$ cat config.mk
export PLATFORM = sky130hd
export DESIGN_NAME = cma_aligner
export DESIGN_NICKNAME = d
export VERILOG_FILES = /design/src/rtl/cma_pkg.sv /design/src/rtl/cma_slip_ctrl.sv /design/src/rtl/cma_window.sv /design/src/rtl/cma_detect.sv /design/src/rtl/cma_aligner.sv
export SDC_FILE = /design/constraint.sdc
export NUM_CORES = 1
export LEC_CHECK = 0
export ABC_AREA = 1
export BUFFER_PORTS_ARGS = -buffer_cell sky130_fd_sc_hd__buf_4
export CAP_MARGIN = 10
export CORE_MARGIN = 10
export CORE_UTILIZATION = 30
export CTS_BUF_LIST = sky130_fd_sc_hd__clkbuf_4
export CTS_CLUSTER_DIAMETER = 120
export DETAILED_ROUTE_END_ITERATION = 10
export GPL_ROUTABILITY_DRIVEN = 0
export PLACE_DENSITY = 0.51
export SLEW_MARGIN = 20
export SYNTH_ARGS = -nofsm -noshare
export SYNTH_HDL_FRONTEND = slang
export SYNTH_SLANG_ARGS = --single-unit
$ cat constraint.sdc
create_clock -name clk_i -period 2.4 [get_ports clk_i]
set_input_delay 0 -clock clk_i [delete_from_list [all_inputs] [get_ports clk_i]]
set_output_delay 0 -clock clk_i [all_outputs]
set_load 0.01 [all_outputs]
$ cat src/rtl/cma_pkg.sv
package cma_pkg;
  localparam int unsigned CHAR_W_DEF = 10;
  localparam logic [9:0] K_NEG = 10'b0011111010;
  localparam logic [9:0] K_POS = 10'b1100000101;
endpackage

$ cat src/rtl/cma_slip_ctrl.sv
module cma_slip_ctrl #(
  parameter int unsigned RAW_W = 10,
  localparam int unsigned OFF_W = $clog2(RAW_W)
) (
  input  logic             clk_i,
  input  logic             rst_ni,
  input  logic             bitslip_i,
  input  logic             wordslip_i,
  output logic [OFF_W-1:0] off_o,
  output logic             cap_o
);
  logic [OFF_W-1:0] off_q;
  logic             ph_q;

  always_ff @(posedge clk_i or negedge rst_ni) begin
    if (!rst_ni) begin
      off_q <= '0;
      ph_q  <= 1'b0;
    end else begin
      ph_q <= ~ph_q;
      if (bitslip_i) begin
        if (off_q == OFF_W'(RAW_W - 1)) off_q <= '0;
        else                            off_q <= off_q + 1'b1;
      end
    end
  end

  assign off_o = off_q;
  // capture on the half of the character period picked by wordslip
  assign cap_o = (ph_q == wordslip_i);
endmodule

$ cat src/rtl/cma_window.sv
module cma_window #(
  parameter int unsigned CHAR_W = 10,
  parameter int unsigned RAW_W  = 10,
  localparam int unsigned OFF_W  = $clog2(RAW_W),
  localparam int unsigned HIST_W = RAW_W + 2 * CHAR_W - 2
) (
  input  logic              clk_i,
  input  logic              rst_ni,
  input  logic [RAW_W-1:0]  raw_i,
  input  logic [OFF_W-1:0]  off_i,
  input  logic              cap_i,
  output logic [CHAR_W-1:0] word_o,
  output logic              valid_o
);
  logic [HIST_W-1:0] hist_q;
  logic [CHAR_W-1:0] dec;
  logic [CHAR_W-1:0] word_q;
  logic              valid_q;

  // MSB of hist_q is the oldest sample
  always_ff @(posedge clk_i or negedge rst_ni) begin
    if (!rst_ni) hist_q <= '0;
    else         hist_q <= {hist_q[HIST_W-RAW_W-1:0], raw_i};
  end

  // keep every second sample from the offset on
  for (genvar j = 0; j < CHAR_W; j++) begin : g_dec
    always_comb dec[CHAR_W-1-j] = hist_q[HIST_W - 1 - 2 * j - int'(off_i)];
  end

  always_ff @(posedge clk_i or negedge rst_ni) begin
    if (!rst_ni) begin
      word_q  <= '0;
      valid_q <= 1'b0;
    end else begin
      valid_q <= cap_i;
      if (cap_i) word_q <= dec;
    end
  end

  assign word_o  = word_q;
  assign valid_o = valid_q;
endmodule

$ cat src/rtl/cma_detect.sv
module cma_detect #(
  parameter int unsigned       CHAR_W  = 10,
  parameter logic [CHAR_W-1:0] COMMA_A = cma_pkg::K_NEG,
  parameter logic [CHAR_W-1:0] COMMA_B = cma_pkg::K_POS
) (
  input  logic              clk_i,
  input  logic              rst_ni,
  input  logic [CHAR_W-1:0] word_i,
  input  logic              valid_i,
  input  logic              bitslip_i,
  input  logic              comma_rst_i,
  output logic              found_o
);
  logic hit;
  logic found_q;

  assign hit = valid_i && !bitslip_i && (word_i == COMMA_A || word_i == COMMA_B);

  always_ff @(posedge clk_i or negedge rst_ni) begin
    if (!rst_ni)          found_q <= 1'b0;
    else if (comma_rst_i) found_q <= 1'b0;
    else if (hit)         found_q <= 1'b1;
  end

  assign found_o = found_q;
endmodule

$ cat src/rtl/cma_aligner.sv
module cma_aligner #(
  parameter int unsigned       CHAR_W  = cma_pkg::CHAR_W_DEF,
  parameter logic [CHAR_W-1:0] COMMA_A = cma_pkg::K_NEG,
  parameter logic [CHAR_W-1:0] COMMA_B = cma_pkg::K_POS
) (
  input  logic              clk_i,
  input  logic              rst_ni,
  input  logic [CHAR_W-1:0] raw_i,
  input  logic              bitslip_i,
  input  logic              wordslip_i,
  input  logic              comma_rst_i,
  output logic [CHAR_W-1:0] word_o,
  output logic              word_valid_o,
  output logic              comma_found_o
);
  localparam int unsigned RAW_W = CHAR_W;  // 2x oversampling: one character per two cycles
  localparam int unsigned OFF_W = $clog2(RAW_W);

  logic [OFF_W-1:0] slip_off;
  logic             cap;

  cma_slip_ctrl #(.RAW_W(RAW_W)) u_ctrl (
    .clk_i     (clk_i),
    .rst_ni    (rst_ni),
    .bitslip_i (bitslip_i),
    .wordslip_i(wordslip_i),
    .off_o     (slip_off),
    .cap_o     (cap)
  );

  cma_window #(.CHAR_W(CHAR_W), .RAW_W(RAW_W)) u_win (
    .clk_i  (clk_i),
    .rst_ni (rst_ni),
    .raw_i  (raw_i),
    .off_i  (slip_off),
    .cap_i  (cap),
    .word_o (word_o),
    .valid_o(word_valid_o)
  );

  cma_detect #(.CHAR_W(CHAR_W), .COMMA_A(COMMA_A), .COMMA_B(COMMA_B)) u_det (
    .clk_i      (clk_i),
    .rst_ni     (rst_ni),
    .word_i     (word_o),
    .valid_i    (word_valid_o),
    .bitslip_i  (bitslip_i),
    .comma_rst_i(comma_rst_i),
    .found_o    (comma_found_o)
  );
endmodule

After elaboration in Yosys (flattened, before gate mapping)
Cells that the tools add are included.

operators by class
  add/subtract/negate cells = 11
  mux-type cells = 23
  eq/ne operators = 4
  reduce and logical (&&, ||, !) cells = 5
  magnitude comparators = 10
  bitwise operators = 1

operators with widths
  cell                                                          count
  less-than comparator 32 x 6 -> 1 bit (second input constant)  10
  binary-select mux 1 bit (select 5 bit)                        10
  subtractor 5 x 4 -> 6 bit (first input constant)              6
  subtractor 4 x 4 -> 5 bit (first input constant)              4
  2-to-1 mux 1 bit                                              12
  == test 10 bit (second input constant)                        1
  == test 10 x 8 -> 1 bit (second input constant)               1
  adder 4 x 1 -> 4 bit (second input constant)                  1
  == test 4 bit (second input constant)                         1
  2-to-1 mux 4 bit                                              1
  logical AND 1 bit                                             2
  nonzero test 2 bit                                            1
  == test 1 bit                                                 1
  zero test 1 bit                                               1
  logical OR 1 bit                                              1
  NOT 1 bit                                                     1

word-level totals
  logic and storage cells = 60
  output and inout port bits = 12
  bits of input ports = 15
  bits in registers = 45

Logic depth before layout (Yosys ltp)
Gate-level depths: netlist of run 1.

  word-level depth = 5
  mapped depth = 12
  mapped depth without buffers = 9

Hierarchy
A second synthesis of run 1 with hierarchy kept.

second synthesis, totals
  cells, all modules = 292
  area, all modules = 2377.3 um2

by module, submodules not included
  module         instances  cells each  area each (um2)  seq. area each (um2)
  cma_window     1          236         1995.7           975.9
  cma_slip_ctrl  1          26          232.7            125.1
  cma_detect     1          30          148.9            25.0

Worst setup path before layout of run 1
No wires, ideal clock.

  kind = register to register
  start = register u_ctrl.off_q[2], in the netlist u_ctrl.off_o[2]
  end = register u_win.word_q[8], in the netlist u_win.word_o[8]
  arrival time = 1.723 ns
  required time = 2.283 ns
  clock period less this slack = 1.840 ns
  buffers on the path = 2
  setup slack = 0.560 ns
  stages on the path, launching flop included = 12
  library setup time = 0.117 ns
  cell sequence = dfrtp_1 -> inv_1 -> buf_2 -> ha_1 -> buf_2 -> inv_1 -> nand3_1 -> nand3_1 -> nand2_1 -> nand2_1 -> nand3_1 -> nand2_1

between the ends
  word-level cells in the longest chain between the ends = 3

ends and longest elaborated chain
  what                                    RTL line             text
  from (decl)                             cma_slip_ctrl.sv:12  logic [OFF_W-1:0] off_q;
  from (signal assigned)                  cma_slip_ctrl.sv:23  else off_q <= off_q + 1'b1;
  subtractor 5 x 4 -> 6 bit               cma_window.sv:28     always_comb dec[CHAR_W-1-j] = hist_q[HIST_W - 1 - 2 * j - int'(off_i)];
  binary-select mux 1 bit (select 5 bit)  cma_window.sv:28
  2-to-1 mux 1 bit (implied by the code)  cma_window.sv:28
  to (signal assigned)                    cma_window.sv:33     word_q <= '0;
  to (signal assigned)                    cma_window.sv:37     if (cap_i) word_q <= dec;
  to (decl)                               cma_window.sv:17     logic [CHAR_W-1:0] word_q;

No other way between the ends. The select of a mux whose other input is x is not followed.
A chain may end at the register's enable or synchronous reset.

Final worst setup path of run 1
Ends and elaborated chain as after synthesis.

==> impl_metrics.json, run 1 <==
{
  "switching_power_mw": 1.99,
  "internal_power_mw": 1.92,
  "worstSkewPairLatency_ns": 0.36,
  "layout_commonest_cell": "nand2_1",
  "synth_seq_area_share_pct": 44.6,
  "drtIter0Drc": 135,
  "crit_chain": "inv_1, ha_1, inv_1, nand3_1, nand3_1, nand2_1, nand2_1, nand3_1, nand2_1",
  "core_region_area_sq_um": 8220,
  "maxCapViolCount": 0,
  "start_util_pct": 30.7,
  "critPathTopFamily": "flip-flops",
  "crit_buf_inv": 2,
  "dr_total_vias": 2066,
  "antenna_cells": 0,
  "hold_ws_ns": 0.152,
  "avgSynthCellArea_sq_um": 8.98,
  "power_frac_clock_pct": 9.7,
  "gr-usage-all-layers_pct": 9.81,
  "cts_resized": 0,
  "ant_nets": 0,
  "synth_top_area_share_pct": 44.6,
  "status": "finished clean",
  "syn_area_sq_um": 2520,
  "ys_seq_elements": 45,
  "worst_slew_pin_slew_ns": 0.611,
  "drt-met1-wl_microns": 2710,
  "cts_buffer_depth": 2,
  "final-hold-violation-count": 0,
  "hpwl_microns": 4570,
  "finalPower_mw": 3.92,
  "routed.top_layer": "met4",
  "seqPwrFrac_pct": 29.0,
  "post-route-cell-area_sq_um": 3000,
  "leakagePower_nw": 1.47,
  "grt_max_degree": 46,
  "vdd_drop_max_v": 0.000434,
  "die_area_sq_um": 12500,
  "cp-end-kind": "flop",
  "worstSetupPathType": "reg -> reg",
  "via_per_inst": 4.80,
  "p_comb_share_pct": 61.4,
  "finalCritPeriodShare_pct": 81.3,
  "yosysUniqueCellTypes": 25,
  "pre_cts_ws_ns": 0.469,
  "grt_overflow": 0,
  "antenna_found_initial": 0,
  "fin_skew_ns": 0.0103,
  "multi_input_area_sq_um": 1230,
  "cts_buffers": 5,
  "mostFrequentLayoutCells": "nand2_1 (69), nand3_1 (63), dfrtp_1 (45), buf_4 (30), nand3_2 (20)",
  "swShare_pct": 51.0,
  "cts_hold_buffers": 15,
  "setup_viol": 0,
  "powerDensity_nw_per_um2": 1310,
  "required_ns": 2.66,
  "hp-class": "in -> async",
  "dpl_cell_area_sq_um": 2790,
  "relSlewSlack_pct": 59.3,
  "synth_top_area_cell": "dfrtp_1",
  "nets": 349,
  "yosysWarnings": 0,
  "setup_tns_ns": 0,
  "wl_microns": 5910,
  "first_pass_iters": 4,
  "post-cts-setup-buffer-count": 0,
  "grt_pass1_vias": 2098,
  "io_pins": 27,
  "setup_ws_ns": 0.448,
  "rsz0062_at_grt": "false",
  "arrival_ns": 2.22,
  "min_period_ns": 1.95,
  "synthesis.nets": 306,
  "path_clk_slew_ns": 0.14,
  "max_freq_mhz": 512,
  "io_buffers": 26,
  "finalCoreUtilization_pct": 36.5,
  "fin_cells": 430,
  "grt_pass1_wl_microns": 10300,
  "die_h_microns": 112,
  "syn_inst": 281,
  "start_kind": "flop",
  "dr_wl_met3_microns": 228,
  "cts_tree": "built",
  "cp_slowest_cell": "dfrtp_1",
  "final_max_slew_viol_count": 0,
  "wl_met2_microns": 2890,
  "area_delta_synth_final_pct": 18.8,
  "slowest_delay_ns": 0.62,
  "synth.area.top_cells": "dfrtp_1 (45%), nand3_1 (12%), nand2_1 (10%)",
  "drive_gt1_share_pct": 24.0,
  "dp_cells": 407,
  "drc": 0,
  "cts.htree.levels": 2,
  "fp.dieW_microns": 112,
  "ff_latch_area_sq_um": 1130,
  "cts_sinks": 45,
  "path_max_fanout": 12,
  "num-fill-cells": 835,
  "root_buffer": "clkbuf_4",
  "rows": 33,
  "wl_per_cell_microns": 13.7
}
==> cells by family (layout without fill, tap and decap cells) <==
family	count (synthesis)	count (layout)	share of synthesized area, %
compound gates	14	14	3.17
xor+xnor	2	2	0.694
buf+inv	26	70	6.54
flops	45	45	44.6
simple gates	184	184	40.0
fa+ha+maj	10	10	4.96
==> synthesized netlist by cell type <==
| cell | number |
|---|---|
| nand2_1 | 69 |
| buf_12 | 1 |
| inv_4 | 1 |
| or2_2 | 1 |
| inv_8 | 1 |
| nor3_1 | 3 |
| inv_1 | 15 |
| nand2_4 | 11 |
| nor2_1 | 7 |
| a21oi_1 | 7 |
| dfrtp_1 | 45 |
| nand3_2 | 20 |
| nand3b_1 | 1 |
| o22ai_1 | 2 |
| nand2_2 | 6 |
| nand4_1 | 3 |
| o21ai_0 | 2 |
| nand3_1 | 63 |
| ha_1 | 10 |
| buf_2 | 3 |
| xor2_1 | 1 |
| buf_6 | 5 |
| xnor2_1 | 1 |
| o21ai_1 | 2 |
| a22oi_2 | 1 |
==> power by group through the flow <==
stage	Sequential (mW)	Combinational, mW	Clock, mW
4_1_cts	1.13	2.42	0.397
3_5_place_dp	1.15	2.39	0
6_report	1.13	2.40	0.379
5_1_grt	1.16	2.76	0.432
2_1_floorplan	1.10	1.89	0
3_3_place_gp	1.14	2.37	0
==> worst register-to-register path: cells and delay by family, from the launching register on <==
family	cells	cell delay, ns
adder cells (fa/ha/maj)	1	0.44
flip-flops	1	0.62
AND/OR/NAND/NOR	6	0.49
buffers and inverters	2	0.30
==> cell type report <==
| class | count | share of cell area [%] |
|---|---|---|
| Timing Repair Buffer | 45 | 12.5 |
| Tap cell | 105 | 4.38 |
| Multi-Input combinational cell | 210 | 41.1 |
| Clock buffer | 5 | 1.25 |
| Inverter | 17 | 2.46 |
| Clock inverter | 3 | 0.710 |
| Sequential cell | 45 | 37.6 |
==> worst paths after layout <==
| kind | from | endpoint | slack (ns) | depth (start not counted) |
|---|---|---|---|---|
| min | rst_ni | u_win.hist_q[3] | 0.15 | 2 |
| max | u_ctrl.off_o[2] | u_win.word_o[8] | 0.45 | 9 |
| max in group asynchronous | rst_ni | u_win.word_o[7] | 1.85 | 2 |
| max reg2reg | u_ctrl.off_o[2] | u_win.word_o[8] | 0.45 | 9 |
| min reg2reg | u_win.hist_q[12] | u_win.hist_q[22] | 0.39 | 0 |
| min in group clk_i | raw_i[3] | u_win.hist_q[3] | 0.27 | 2 |
==> sequential cells by signal (all words and copies together), names as in the netlist <==
name and flops:
u_win.hist_q 28, u_det.found_o 1, u_win.valid_o 1, u_ctrl.ph_q 1, u_win.word_o 10, u_ctrl.off_o 4
==> per-layer routing <==
metal  up-vias  track usage (%)
li1       1024                -
met1      1005             12.3
met2        30             16.3
met3         7             2.15
met4         0             3.00
met5         -                0
Note: power is estimated with default switching activity, not from simulation.
==> run 2, diff against run 1 <==
- PLACE_DENSITY: 0.51 -> 0.53
- clock period: 2.4 -> 1.7 ns (I/O delays scaled with it)
==> run 2 against run 1 <==
Compared with the run above:
- maximum frequency increased by 21%
- register-to-register slack got worse by 0.36 ns
- critical path depth unchanged
- worst hold slack got worse by 0.017 ns
- worst setup slack got worse by 0.36 ns
==> impl_metrics.json, run 2 (same netlist as run 1, synthesis figures left out) <==
{
  "reg2reg_from": "u_ctrl.off_o[1]",
  "swShare_pct": 48.0,
  "internal_power_mw": 3.28,
  "wl_microns": 6020,
  "final-hold-violation-count": 0,
  "regToRegEndpoint": "u_win.word_o[6]",
  "setup_viol": 0,
  "wl_per_cell_microns": 13.6,
  "vdd_drop_max_v": 0.000702,
  "largest_reg_flops": 28,
  "cts_buffer_depth": 2,
  "cp-end-kind": "flop",
  "drtIter0Drc": 127,
  "rsz0062_at_grt": "false",
  "worstSetupPathType": "reg -> reg",
  "die_area_sq_um": 12500,
  "grt_max_degree": 46,
  "required_ns": 1.97,
  "rows": 33,
  "antenna_found_initial": 0,
  "seqPwrFrac_pct": 23.7,
  "switching_power_mw": 3.03,
  "via_per_inst": 4.71,
  "grt_overflow": 0,
  "cts_sinks": 45,
  "leakagePower_nw": 1.55,
  "max_freq_mhz": 621,
  "dr_total_vias": 2075,
  "io_buffers": 26,
  "reg2reg_depth": 9,
  "final_max_slew_viol_count": 0,
  "hpwl_microns": 4360,
  "hp-class": "in -> async",
  "io_pins": 27,
  "area_delta_synth_final_pct": 26.1,
  "fp.dieW_microns": 112,
  "arrival_ns": 1.88,
  "min_period_ns": 1.61,
  "p_comb_share_pct": 64.9,
  "cts_tree": "built",
  "finalCritPeriodShare_pct": 94.7,
  "cts_buffers": 5,
  "setup_ws_ns": 0.0909,
  "ant_nets": 0,
  "pre_cts_ws_ns": 0.103,
  "start_util_pct": 30.7,
  "path_max_fanout": 4,
  "gr-usage-all-layers_pct": 10.0,
  "path_clk_slew_ns": 0.16,
  "top_register": "u_win.hist_q",
  "hold_ws_ns": 0.135,
  "power_frac_clock_pct": 11.4,
  "worst_slew_pin_slew_ns": 0.569,
  "first_pass_iters": 4,
  "drive_gt1_share_pct": 30.1,
  "drc": 0,
  "relSlewSlack_pct": 62.1,
  "grt_pass1_wl_microns": 10500,
  "maxCapViolCount": 0,
  "layout_commonest_cell": "nand2_1",
  "setup_tns_ns": 0,
  "cts.htree.levels": 2,
  "status": "finished clean",
  "nets": 360,
  "antenna_cells": 0,
  "grt_pass1_vias": 2152,
  "fin_skew_ns": 0.0249,
  "rrSetupSlack_ns": 0.09,
  "worstSkewPairLatency_ns": 0.38,
  "powerDensity_nw_per_um2": 1980,
  "mostFrequentLayoutCells": "nand2_1 (69), nand3_1 (63), dfrtp_1 (43), buf_4 (36), nand3_2 (20)",
  "core_region_area_sq_um": 8220,
  "die_h_microns": 112,
  "start_kind": "flop",
  "root_buffer": "clkbuf_4",
  "num-fill-cells": 821
}
[run 2: layout make-up]
type / count / area [sq um] / area share [%]
Clock inverter: 3 / 47.5 / 1.49
Sequential cell: 45 / 1130 / 35.5
Timing Repair Buffer: 56 / 504 / 15.8
Inverter: 17 / 76.3 / 2.40
Clock buffer: 5 / 37.5 / 1.18
Tap cell: 105 / 131 / 4.13
Multi-Input combinational cell: 210 / 1260 / 39.5
[run 2: how the worst max path moves through the flow]
| stage | from | to | slack [ns] |
|---|---|---|---|
| 6_report | u_ctrl.off_o[1] | u_win.word_o[6] | 0.09 |
| 2_1_floorplan | u_ctrl.off_o[1] | u_win.word_o[8] | 0.004 |
| 5_1_grt | u_ctrl.off_o[0] | u_win.word_o[6] | 0.008 |
| 3_3_place_gp | u_ctrl.off_o[2] | u_win.word_o[9] | 0.1 |
| 3_5_place_dp | u_ctrl.off_o[2] | u_win.word_o[1] | 0.10 |
| 4_1_cts | u_ctrl.off_o[2] | u_win.word_o[1] | 0.04 |
[run 2: through the flow]
stage / cell area [sq um] / power [mW] / utilization (%) / cells
global placement: 2880 / 5.29 / 35.0 / 413
CTS: 3100 / 6.07 / 37.7 / 435
finish: 3180 / 6.32 / 38.7 / 441
floorplan: 2540 / 4.29 / - / 281
global route: 3180 / 6.96 / 38.7 / 441
detailed placement: 2880 / 5.32 / 35.0 / 413
[run 2: timing repair]
action / 4_1_cts / 5_1_grt
buffers inserted: 0 / 6
setup endpoints to repair: 0 / 7
hold buffers: 14 / 0
endpoints found under the hold margin: 61 / 0
resized for setup: 0 / 9
[run 2: worst max-delay path, cell delays in order, from the launching register on]
cell and delay [ns]:
dfrtp_2 0.48, buf_12 0.14, ha_1 0.22, xnor2_2 0.22, buf_4 0.14, nor2_1 0.03
nor2_1 0.08, nand2_1 0.05, nand3_1 0.07, nand2_1 0.05
[run 2: per-layer routing]
| layer | global-route usage [%] | vias up | part of all wire [%] |
|---|---|---|---|
| met3 | 3.01 | 15 | 5.6 |
| met1 | 13.1 | 962 | 49 |
| met5 | 0 | - | 0 |
| met2 | 15.1 | 52 | 43 |
| met4 | 4.20 | 0 | 2.5 |
| li1 | - | 1046 | - |
[run 2: power by group through the flow]
stage	sequential [mW]	combinational [mW]	clock [mW]
after CTS	1.50	3.84	0.734
final	1.50	4.10	0.718
after detailed placement	1.52	3.80	0
after floorplan	1.56	2.74	0
after global routing	1.54	4.63	0.792
after global placement	1.51	3.78	0
==> run 3, diff against run 2 <==
- CAP_MARGIN: 10 -> unset
- REMOVE_ABC_BUFFERS: unset -> 1
==> run 3 against run 2 <==
Compared with the run above:
- flip-flop and latch count is the same
- via count shrank 1.5%
- worst setup slack better by 0.039 ns
- power shrank 8.9%
- critical endpoint is now u_win.word_o[2]
- sequential share of layout area rose by 1.6 points
- sequential power barely moved
- global-route usage is 0.48 points lower
- critical path depth did not move
- maximum frequency is 2.5% higher
- clock power down 27%
- routed wire length fell by 3.9%
==> impl_metrics.json, run 3 (same netlist as run 1, synthesis figures left out) <==
{
  "first_pass_iters": 4,
  "via_per_inst": 4.70,
  "max_freq_mhz": 637,
  "hold_ws_ns": 0.160,
  "top_register": "u_win.hist_q",
  "grt_util_met3_pct": 2.47,
  "path_max_fanout": 5,
  "crit_chain": "buf_4, ha_1, xnor2_2, inv_1, nor2_1, nor2_1, nand2_1, nand3_1, nand2_1",
  "dpl_cell_area_sq_um": 2830,
  "io_pins": 27,
  "final-hold-violation-count": 0,
  "fp.dieW_microns": 112,
  "busiest_layer": "met2",
  "antenna_cells": 0,
  "cts_sinks": 45,
  "relSlewSlack_pct": 62.2,
  "wl_per_cell_microns": 13.3,
  "cp-end-kind": "flop",
  "maxCapViolCount": 0,
  "grt_pass1_vias": 2121,
  "rows": 33,
  "rrSetupSlack_ns": 0.13,
  "die_area_sq_um": 12500,
  "mostFrequentLayoutCells": "nand2_1 (69), nand3_1 (63), dfrtp_1 (42), buf_4 (35), nand3_2 (20)",
  "area_delta_synth_final_pct": 20.8,
  "setup_viol": 0,
  "worst_slew_pin_slew_ns": 0.568,
  "wl_microns": 5790,
  "hpwl_microns": 4390,
  "dr_total_vias": 2044,
  "largest_reg_flops": 28,
  "worstSkewPairLatency_ns": 0.36,
  "core_region_area_sq_um": 8220,
  "drive_gt1_share_pct": 27.6,
  "switching_power_mw": 2.91,
  "crit_buf_inv": 2,
  "arrival_ns": 1.87,
  "finalCritPeriodShare_pct": 92.3,
  "use_met2_pct": 14.9,
  "powerDensity_nw_per_um2": 1890,
  "grt_pass1_wl_microns": 10300,
  "slowest_delay_ns": 0.47,
  "final_max_slew_viol_count": 0,
  "cts_tree": "built",
  "gr-usage-all-layers_pct": 9.57,
  "layout_commonest_cell": "nand2_1",
  "fin_cells": 435,
  "drtIter0Drc": 95,
  "seqPwrFrac_pct": 26.3,
  "vdd_drop_max_v": 0.000608,
  "status": "finished clean",
  "root_buffer": "clkbuf_4",
  "cp_slowest_cell": "dfrtp_2",
  "critPathTopFamily": "flip-flops",
  "swShare_pct": 50.5,
  "die_h_microns": 112,
  "cts_buffer_depth": 2,
  "min_period_ns": 1.57,
  "worstSetupPathType": "reg -> reg",
  "fin_skew_ns": 0.0115,
  "nets": 354,
  "required_ns": 2.00,
  "hp-class": "in -> async",
  "power_frac_clock_pct": 9.1,
  "path_clk_slew_ns": 0.14,
  "io_buffers": 26,
  "cts_buffers": 5,
  "dp_cells": 412,
  "ant_nets": 0,
  "setup_tns_ns": 0,
  "met1_usage_pct": 13.0,
  "grt_overflow": 0,
  "start_kind": "flop",
  "start_util_pct": 30.7,
  "drc": 0,
  "leakagePower_nw": 1.50,
  "antenna_found_initial": 0,
  "p_comb_share_pct": 64.6,
  "rsz0062_at_grt": "false",
  "cts.htree.levels": 2,
  "internal_power_mw": 2.85,
  "post-route-cell-area_sq_um": 3050,
  "grt_max_degree": 46
}
## run 3: metrics by stage
step                      total power [mW]  setup slack [ns]  utilization [%]
after floorplan                       3.99            -0.358                -
after global placement                5.08             0.108             34.4
after detailed placement              5.13            0.0524             34.4
after CTS                             5.72            0.0232             36.8
after global routing                  6.35           0.00914             37.1
final                                 5.75             0.130             37.1
## run 3: power groups by stage
stage | sequential [mW] | clock (mW) | combinational [mW]
detailed placement | 1.53 | 0 | 3.61
CTS | 1.50 | 0.558 | 3.65
floorplan | 1.66 | 0 | 2.33
global placement | 1.51 | 0 | 3.56
finish | 1.51 | 0.526 | 3.72
global route | 1.55 | 0.604 | 4.19
## run 3: per-layer routing
metal	part of all wire [%]	wire length, microns	up-vias
met5	0	0	-
met4	0.47	27	0
met3	4.8	278	2
met2	46	2640	41
met1	49	2840	960
li1	-	-	1041
## run 3: worst paths after layout
kind | startpoint | endpoint | depth (start not counted)
worst max-delay path | u_ctrl.off_o[1] | u_win.word_o[2] | 9
worst min-delay path | rst_ni | u_win.hist_q[5] | 2
worst max register to register | u_ctrl.off_o[1] | u_win.word_o[2] | 9
worst min register to register | u_win.hist_q[8] | u_win.hist_q[18] | 0
max in group asynchronous | rst_ni | u_ctrl.off_o[3] | 2
min in group clk_i | raw_i[7] | u_win.hist_q[7] | 2
## run 3: layout make-up
| class | instances | area [sq um] |
|---|---|---|
| Timing Repair Buffer | 50 | 414 |
| Clock inverter | 3 | 21.3 |
| Multi-Input combinational cell | 210 | 1240 |
| Clock buffer | 5 | 37.5 |
| Inverter | 17 | 73.8 |
| Sequential cell | 45 | 1130 |
| Tap cell | 105 | 131 |
| Fill cell | 861 | 5170 |
## run 3: timing repair
item / CTS / global route
hold endpoints to repair: 61 / 0
endpoints found under the setup margin: 0 / 9
hold buffers: 14 / 0
buffers inserted: 0 / 1
gates resized for setup: 0 / 8
